==> config.mk <==
export PLATFORM = sky130hd
export DESIGN_NAME = pt_walker
export DESIGN_NICKNAME = d
export VERILOG_FILES = /design/src/rtl/pt_walk_pkg.sv /design/src/rtl/pt_walk_idx.sv /design/src/rtl/pt_walk_addr.sv /design/src/rtl/pt_walk_fsm.sv /design/src/rtl/pt_walker.sv
export SDC_FILE = /design/constraint.sdc
export NUM_CORES = 1
export LEC_CHECK = 0
export BUFFER_PORTS_ARGS = -buffer_cell sky130_fd_sc_hd__buf_4
export CORE_MARGIN = 1.5
export CORE_UTILIZATION = 45
export DETAILED_ROUTE_END_ITERATION = 10
export HOLD_SLACK_MARGIN = 0.08
export PLACE_DENSITY = 0.76
export SYNTH_ARGS = -nofsm -noshare
export SYNTH_HDL_FRONTEND = slang
export SYNTH_SLANG_ARGS = --single-unit
==> constraint.sdc <==
create_clock -name clk -period 2.15 [get_ports clk]
set_input_delay 0.43 -clock clk [delete_from_list [all_inputs] [get_ports clk]]
set_output_delay 0.43 -clock clk [all_outputs]
set_load 0.02 [all_outputs]
==> src/rtl/pt_walk_pkg.sv <==
package pt_walk_pkg;

    typedef enum logic [2:0] {
        ST_IDLE,
        ST_L1_REQ,
        ST_L1_WAIT,
        ST_L2_REQ,
        ST_L2_WAIT,
        ST_L3_REQ,
        ST_L3_WAIT,
        ST_DONE
    } walk_state_t;

    localparam int unsigned WALK_LEVELS = 3;
    localparam int unsigned LEVEL_W     = 2;

endpackage

==> src/rtl/pt_walk_idx.sv <==
module pt_walk_idx #(
    parameter int unsigned IDX_W      = 10,
    parameter int unsigned LEVELS     = 3,
    parameter int unsigned LEVEL_W    = 2,
    localparam int unsigned FIELD_W   = IDX_W * LEVELS
) (
    input  logic [FIELD_W-1:0] va_field,
    input  logic [LEVEL_W-1:0] level,
    output logic [IDX_W-1:0]   idx
);

    logic [IDX_W-1:0] idx_arr [LEVELS];

    // level 1 uses the most significant slice, the last level the least
    for (genvar g = 0; g < LEVELS; g++) begin : g_slice
        assign idx_arr[g] = va_field[(LEVELS-1-g)*IDX_W +: IDX_W];
    end

    always_comb begin
        idx = '0;
        for (int i = 0; i < LEVELS; i++) begin
            if (32'(level) == i + 1) idx = idx_arr[i];
        end
    end

endmodule

==> src/rtl/pt_walk_addr.sv <==
module pt_walk_addr #(
    parameter int unsigned FRAME_W    = 32,
    parameter int unsigned IDX_W      = 10,
    parameter int unsigned PAGE_SHIFT = 13,
    parameter int unsigned PA_W       = 64,
    parameter int unsigned ENTRY_LOG2 = 3
) (
    input  logic [FRAME_W-1:0] frame,
    input  logic [IDX_W-1:0]   idx,
    output logic [PA_W-1:0]    addr
);

    logic [PA_W-1:0] table_base;
    logic [PA_W-1:0] entry_off;

    assign table_base = PA_W'(frame) << PAGE_SHIFT;
    assign entry_off  = PA_W'(idx) << ENTRY_LOG2;
    assign addr       = table_base + entry_off;

endmodule

==> src/rtl/pt_walk_fsm.sv <==
module pt_walk_fsm
    import pt_walk_pkg::*;
(
    input  logic               clk,
    input  logic               rst_n,
    input  logic               start,
    input  logic               rsp_valid,
    input  logic               entry_valid,
    output logic               req,
    output logic               busy,
    output logic               done,
    output logic               accept,
    output logic               capture,
    output logic               descend,
    output logic [LEVEL_W-1:0] cur_level
);

    walk_state_t state_q, state_d;

    always_ff @(posedge clk or negedge rst_n) begin
        if (!rst_n) state_q <= ST_IDLE;
        else        state_q <= state_d;
    end

    always_comb begin
        state_d = state_q;
        unique case (state_q)
            ST_IDLE:    if (start) state_d = ST_L1_REQ;
            ST_L1_REQ:  state_d = ST_L1_WAIT;
            ST_L1_WAIT: if (rsp_valid) state_d = entry_valid ? ST_L2_REQ : ST_DONE;
            ST_L2_REQ:  state_d = ST_L2_WAIT;
            ST_L2_WAIT: if (rsp_valid) state_d = entry_valid ? ST_L3_REQ : ST_DONE;
            ST_L3_REQ:  state_d = ST_L3_WAIT;
            ST_L3_WAIT: if (rsp_valid) state_d = ST_DONE;
            ST_DONE:    state_d = ST_IDLE;
            default:    state_d = ST_IDLE;
        endcase
    end

    always_comb begin
        req       = 1'b0;
        busy      = 1'b1;
        done      = 1'b0;
        accept    = 1'b0;
        capture   = 1'b0;
        descend   = 1'b0;
        cur_level = '0;
        unique case (state_q)
            ST_IDLE: begin
                busy   = 1'b0;
                accept = start;
            end
            ST_L1_REQ: begin
                req       = 1'b1;
                cur_level = LEVEL_W'(1);
            end
            ST_L1_WAIT: begin
                cur_level = LEVEL_W'(1);
                capture   = rsp_valid;
                descend   = rsp_valid & entry_valid;
            end
            ST_L2_REQ: begin
                req       = 1'b1;
                cur_level = LEVEL_W'(2);
            end
            ST_L2_WAIT: begin
                cur_level = LEVEL_W'(2);
                capture   = rsp_valid;
                descend   = rsp_valid & entry_valid;
            end
            ST_L3_REQ: begin
                req       = 1'b1;
                cur_level = LEVEL_W'(3);
            end
            ST_L3_WAIT: begin
                cur_level = LEVEL_W'(3);
                capture   = rsp_valid;
            end
            ST_DONE: begin
                done = 1'b1;
            end
            default: begin
                busy = 1'b0;
            end
        endcase
    end

endmodule

==> src/rtl/pt_walker.sv <==
module pt_walker
    import pt_walk_pkg::*;
#(
    parameter int unsigned VA_W       = 64,
    parameter int unsigned DATA_W     = 64,
    parameter int unsigned PA_W       = 64,
    parameter int unsigned PAGE_SHIFT = 13,
    parameter int unsigned IDX_W      = 10,
    parameter int unsigned FRAME_LSB  = 32,
    parameter int unsigned VALID_BIT  = 0,
    localparam int unsigned FRAME_W   = DATA_W - FRAME_LSB,
    localparam int unsigned FIELD_W   = IDX_W * WALK_LEVELS,
    localparam int unsigned ENTRY_LOG2 = $clog2(DATA_W / 8)
) (
    input  logic               clk,
    input  logic               rst_n,
    input  logic               start_i,
    input  logic [VA_W-1:0]    vaddr_i,
    input  logic [FRAME_W-1:0] root_frame_i,
    output logic               mem_req_o,
    output logic [PA_W-1:0]    mem_addr_o,
    input  logic               mem_rsp_i,
    input  logic [DATA_W-1:0]  mem_rdata_i,
    output logic               busy_o,
    output logic               done_o,
    output logic [DATA_W-1:0]  entry_o,
    output logic [LEVEL_W-1:0] level_o
);

    logic               accept, capture, descend;
    logic [LEVEL_W-1:0] cur_level;
    logic [FIELD_W-1:0] va_q;
    logic [FRAME_W-1:0] frame_q;
    logic [IDX_W-1:0]   idx;
    logic [DATA_W-1:0]  entry_q;
    logic [LEVEL_W-1:0] level_q;

    pt_walk_fsm u_fsm (
        .clk         (clk),
        .rst_n       (rst_n),
        .start       (start_i),
        .rsp_valid   (mem_rsp_i),
        .entry_valid (mem_rdata_i[VALID_BIT]),
        .req         (mem_req_o),
        .busy        (busy_o),
        .done        (done_o),
        .accept      (accept),
        .capture     (capture),
        .descend     (descend),
        .cur_level   (cur_level)
    );

    always_ff @(posedge clk or negedge rst_n) begin
        if (!rst_n) begin
            va_q    <= '0;
            frame_q <= '0;
            entry_q <= '0;
            level_q <= '0;
        end else begin
            if (accept) begin
                va_q    <= vaddr_i[PAGE_SHIFT +: FIELD_W];
                frame_q <= root_frame_i;
            end
            if (capture) begin
                entry_q <= mem_rdata_i;
                level_q <= cur_level;
            end
            if (descend) begin
                frame_q <= mem_rdata_i[DATA_W-1:FRAME_LSB];
            end
        end
    end

    pt_walk_idx #(
        .IDX_W   (IDX_W),
        .LEVELS  (WALK_LEVELS),
        .LEVEL_W (LEVEL_W)
    ) u_idx (
        .va_field (va_q),
        .level    (cur_level),
        .idx      (idx)
    );

    pt_walk_addr #(
        .FRAME_W    (FRAME_W),
        .IDX_W      (IDX_W),
        .PAGE_SHIFT (PAGE_SHIFT),
        .PA_W       (PA_W),
        .ENTRY_LOG2 (ENTRY_LOG2)
    ) u_addr (
        .frame (frame_q),
        .idx   (idx),
        .addr  (mem_addr_o)
    );

    assign entry_o = entry_q;
    assign level_o = level_q;

endmodule

# Word-level counts from Yosys, hierarchy flattened
# Cells that the tools add are included.
[word_totals]
ff_bits = 131
inputBits = 164
out_inout_bits = 133
elab_cells = 49
[op_classes]
n_addsub = 1
n_eq_ne = 14
muxes = 19
bitwise_logic = 1
reduce_logical = 9
[op_table]
columns = ["op", "count"]
rows = [
  ["$mux W32", 2],
  ["$add A45 B13 Y46", 1],
  ["$mux W10", 3],
  ["$pmux W3 S8", 1],
  ["$mux W3", 5],
  ["$eq A3 B3 Y1 const B", 4],
  ["$ne A2 B2 Y1 const B", 4],
  ["$reduce_or A2 Y1", 4],
  ["$eq A3 B2 Y1 const B", 2],
  ["$mux W1", 6],
  ["$pmux W2 S3", 1],
  ["$reduce_or A3 Y1", 2],
  ["$eq A2 B2 Y1 const B", 2],
  ["$reduce_and A4 Y1", 1],
  ["$eq A3 B1 Y1 const B", 1],
  ["$logic_not A3 Y1", 1],
  ["$eq A2 B1 Y1 const B", 1],
  ["$mux W2", 1],
  ["$reduce_bool A2 Y1", 1],
  ["$and A1 B1 Y1", 1],
]

# Logic depth before layout (Yosys ltp)
[logic_depth]
ltp_word = 8
depth_mapped = 6
depth_no_buf = 3

# Cells and area by module
# Synthesis repeated with hierarchy kept, for this count alone.
[unflattened]
hier_cells = 457
area_unflattened_um2 = 6163.4
[modules_own_cells]
columns = ["mod", "instances", "cells_each", "area_each_um2", "seq_area_each_um2"]
rows = [
  ["pt_walker", 1, 341, 5218.8, 3203.1],
  ["pt_walk_addr", 1, 65, 484.2, 0.0],
  ["pt_walk_fsm", 1, 27, 230.2, 75.1],
  ["pt_walk_idx", 1, 24, 230.2, 0.0],
]

# Worst setup path before layout
# Ideal clock, no wire load.
[synth_timing]
path_type = "register to register"
start = "reg u_fsm.state_q[1]"
end = "reg frame_q[13]"
setup_time_ns = 0.128
t_arrival_ns = 1.863
required_ns = 2.022
setup_slack_ns = 0.159
path_stages_with_launch = 6
n_path_buf = 2
synth_period_minus_slack_ns = 1.991
path_cell_list = "dfrtp_1 buf_6 nor4b_4 buf_6 mux2_1 mux2_1"
[synth_between]
elab_chain_cells = 4
elab_cells_between_ends = 8
classes_between = "eq/ne: 2; mux: 3; reduce/logical: 3"
[synth_lines]
columns = ["item", "line_no", "text"]
rows = [
  ["from (decl)", "pt_walk_fsm.sv:18", "walk_state_t state_q, state_d;"],
  ["from (signal assigned)", "pt_walk_fsm.sv:22", "else state_q <= state_d;"],
  ["$eq A3 B2 Y1 or $eq A3 B3 Y1 (tied branches)", "pt_walk_fsm.sv:48", "unique case (state_q)"],
  ["$reduce_or A2 Y1 (no line)", "n/a", ""],
  ["$mux W1", "n/a", ""],
  ["$mux W32 or $reduce_bool A2 Y1 (tied branches)", "n/a", ""],
  ["to (signal assigned)", "pt_walker.sv:62", "frame_q <= root_frame_i;"],
  ["to (signal assigned)", "pt_walker.sv:69", "frame_q <= mem_rdata_i[DATA_W-1:FRAME_LSB];"],
  ["to (decl)", "pt_walker.sv:33", "logic [FRAME_W-1:0] frame_q;"],
]
# Several ways; a longest one is shown, not always the timed one.
# A chain may end at the register's enable or synchronous reset.

# Worst setup path in the final report
[layout_timing]
start = "reg u_fsm.state_q[2]"
end = "out mem_addr_o[12]"
[layout_between]
elab_chain_cells = 8
elab_cells_between_ends = 17
classes_between = "add/sub: 1; eq/ne: 9; mux: 4; reduce/logical: 3"
[layout_lines]
columns = ["item", "line_no", "text"]
rows = [
  ["$eq A3 B3 Y1, or another cell as far along", "pt_walk_fsm.sv:48", ""],
  ["$reduce_or A2 Y1 (no line)", "n/a", ""],
  ["$pmux W2 S3 (*)", "pt_walk_fsm.sv:48", ""],
  ["$eq A2 B1 Y1", "pt_walk_idx.sv:22", "if (32'(level) == i + 1) idx = idx_arr[i];"],
  ["$mux W10 (2 in a row)", "pt_walk_idx.sv:22", ""],
  ["$mux W10 (*)", "pt_walk_idx.sv:22", ""],
  ["$add A45 B13 Y46 (*)", "pt_walk_addr.sv:18", "assign addr = table_base + entry_off;"],
  ["to (decl)", "pt_walker.sv:21", "output logic [PA_W-1:0] mem_addr_o,"],
]
# Mark *: on every way between the ends. The rest lies on a longest branch, timed or not.

==> metrics.yaml <==
final_core_util_pct: 68.0
internal-power_uw: 9030
pwr-share-comb_pct: 49.3
cts_buffers: 17
hpwl_microns: 10200
end_kind: "output pin"
rr_startpoint: "u_fsm.state_q[1]"
num_rows: 41
drc_errors: 0
critPathBufInv: 2
cp-endpoint: "mem_addr_o[12]"
grt_use_met3_pct: 7.99
drtAntennaViolNets: 0
cellLeakagePower_uw: 0.00410
synth_cell_types: 33
p_clk_share_pct: 19.0
grt_pass1_wl_microns: 21100
wl_microns: 14300
maxSlewViolCount: 0
grt_overflow: 0
antenna_found_initial: 0
area_delta_synth_final_pct: 47.5
clock_path_buffers: 2
switchingPower_uw: 5110
h-tree-depth: 4
insertion_delay_ps: 420
netlist_area_sq_um: 5820
worst-endpoint-arrival_ps: 1700
mostFrequentLayoutCells: "buf_4, dfrtp_1, mux2_2, mux2_4, conb_1"
r2r_cells: 6
netlist_top_cells_area: "dfrtp_1, mux2_2, mux2_4, mux2_1, buf_4"
placed_area_sq_um: 7730
post-route-period-util_pct: 99.0
status: "finished, final reports clean"
swShare_pct: 36.1
crit_required_ps: 1720
skew_ps: 7.43
cp-start-kind: "register"
ff2ff_setup_slack_ps: 80
die_w_microns: 117
crit_family: "flip-flops"
grt_pass1_vias: 4143
portBuffers: 240
drt_first_pass_iters: 5
synth-seq-cells: 131
slowest_stage: "dfrtp_2"
synth_top_area_cell: "dfrtp_1"
clkTransAtPathRegs_ps: 60
root_buffer: "clkbuf_16"
drive_gt1_share_pct: 63.8
vias: 4052
pwr-share-seq_pct: 31.7
crit_fanout: 10
diodes: 0
cts_sinks: 131
nets: 806
initial_core_util_pct: 46.1
maxSlewHeadroom_pct: 55.0
dieArea_sq_um: 13600
die_h_microns: 117
grtUsageTotal_pct: 20.6
cp.depth: 4
seqCellArea_sq_um: 3280
layout_commonest_cell: "buf_4"
hold_class: "in -> reg"
hold_viol_final: 0
clock.fmax_mhz: 470
synth_top_area_share_pct: 56.3
setup_violations: 0
ys_seq_area_share_pct: 56.3
place_congestion: 0.745
globalRouteMet1Util_pct: 24.2
tightest_slew_ps: 674
rsz0062_at_grt: "true"
busiest_layer: "met2"
maxCapViolations: 0
whs_path_depth: 2
path_cells: "buf_4 -> mux2i_1 -> o2bb2ai_4 -> buf_6"
final_area_sq_um: 8580
yosys_warnings: 0
critical_path_class: "reg -> out"
p_per_area_nw_per_um2: 1650
nFillCells: 935
drt_iter0_drc: 187
cts_tree: "yes"
ir_drop_mv: 0.988
wl_per_cell_microns: 17.3
syn_inst: 383
r2r-end: "frame_q[5]"
use_met2_pct: 35.0
grt_max_degree: 65
multiInputGateArea_sq_um: 2420
coreArea_sq_um: 12600
critical_path.startpoint: "u_fsm.state_q[2]"
period_minus_slack_ps: 2130
avgSynthCellArea_sq_um: 15.2
io_pins: 297
cpPeakStageDelay_ps: 490
post_drt_via_cell_ratio: 4.90
## final cells by class
cell class,count,share of cell area (%)
Sequential cell,131,38.2
Multi-Input combinational cell,227,28.1
Clock buffer,23,5.57
Clock inverter,9,0.933
Inverter,1,0.0437
Tap cell,172,2.51
Timing Repair Buffer,264,24.6
## what timing repair did
action                     CTS  global route
setup buffers                4             4
setup endpoints to repair   10            27
cloned                       1             0
gates resized for setup     13            23
pin swaps                    1             2
hold buffers                 1             0
hold endpoints to repair    16             0
## worst register-to-register path, cell delays in order, from the launching register on
cell and delay [ps]:
dfrtp_2 420, buf_4 170, buf_12 120, nor4b_4 360, buf_12 240, mux2_1 360, mux2_1 290
## metrics by stage
stage | std cells | hold slack [ps] | setup TNS [ps] | power, uW | setup slack (ps)
after floorplan | 404 | 134 | 0 | 8210 | 159
after global placement | 785 | 325 | 0 | 10600 | 165
after detailed placement | 785 | 331 | 0 | 10800 | 30.4
after CTS | 823 | 223 | 0 | 13800 | 8.71
after global routing | 827 | 228 | -310 | 14900 | -54.6
final | 827 | 241 | 0 | 14100 | 21.8
## flip-flops by register name, indices dropped and copies added, names as in the netlist
| register | count |
|---|---|
| va_q | 30 |
| u_fsm.state_q | 3 |
| entry_o | 64 |
| frame_q | 32 |
| level_o | 2 |
## kinds of logic (layout without fill, tap and decap cells)
kind of cell | count (synthesis) | after routing | share of synthesized area, %
simple gates | 30 | 30 | 3.38
buf+inv | 46 | 297 | 6.02
xor+xnor | 2 | 2 | 0.430
flops | 131 | 131 | 56.3
other cells | 1 | 22 | 0.0645
mux | 136 | 136 | 28.0
compound gates | 37 | 37 | 5.72
## power by group through the flow
stage          combinational [uW]  clock [uW]  sequential, uW
4_1_cts                      6580        2740            4460
2_1_floorplan                2730           0            5480
3_5_place_dp                 6360           0            4470
5_1_grt                      7430        2850            4630
6_report                     6970        2680            4490
3_3_place_gp                 6240           0            4400
## worst min path at each step
stage	from	slack, ps	end
after floorplan	rst_n	130	entry_o[0]
after global placement	rst_n	330	entry_o[21]
after detailed placement	rst_n	330	entry_o[15]
after CTS	mem_rdata_i[35]	220	frame_q[3]
after global routing	vaddr_i[40]	230	va_q[27]
final	vaddr_i[31]	240	va_q[18]
## synth_stat cells
master / instances
inv_1: 1
nor2b_1: 3
or3_1: 1
buf_6: 4
buf_2: 12
buf_12: 3
mux2_2: 75
nand2_1: 4
a21boi_0: 1
nand2b_1: 1
xnor2_1: 1
conb_1: 1
a211oi_1: 1
nor2_1: 1
nand3_2: 1
o21ai_0: 2
and3_1: 2
and2_1: 16
mux2_4: 30
a31oi_4: 1
a21oi_1: 3
buf_4: 22
clkbuf_2: 1
clkbuf_1: 3
mux2_1: 21
nor4b_4: 1
a22o_1: 2
a221o_1: 16
mux2i_1: 10
o2bb2ai_1: 10
o22ai_1: 1
dfrtp_1: 131
xor2_2: 1
## metal layers
layer / share of wire (%) / wire [microns]
met4: 1.2 / 165
met3: 8.6 / 1220
met2: 51 / 7340
met5: 0 / 0
met1: 39 / 5560
(Power assumes the default switching activity.)
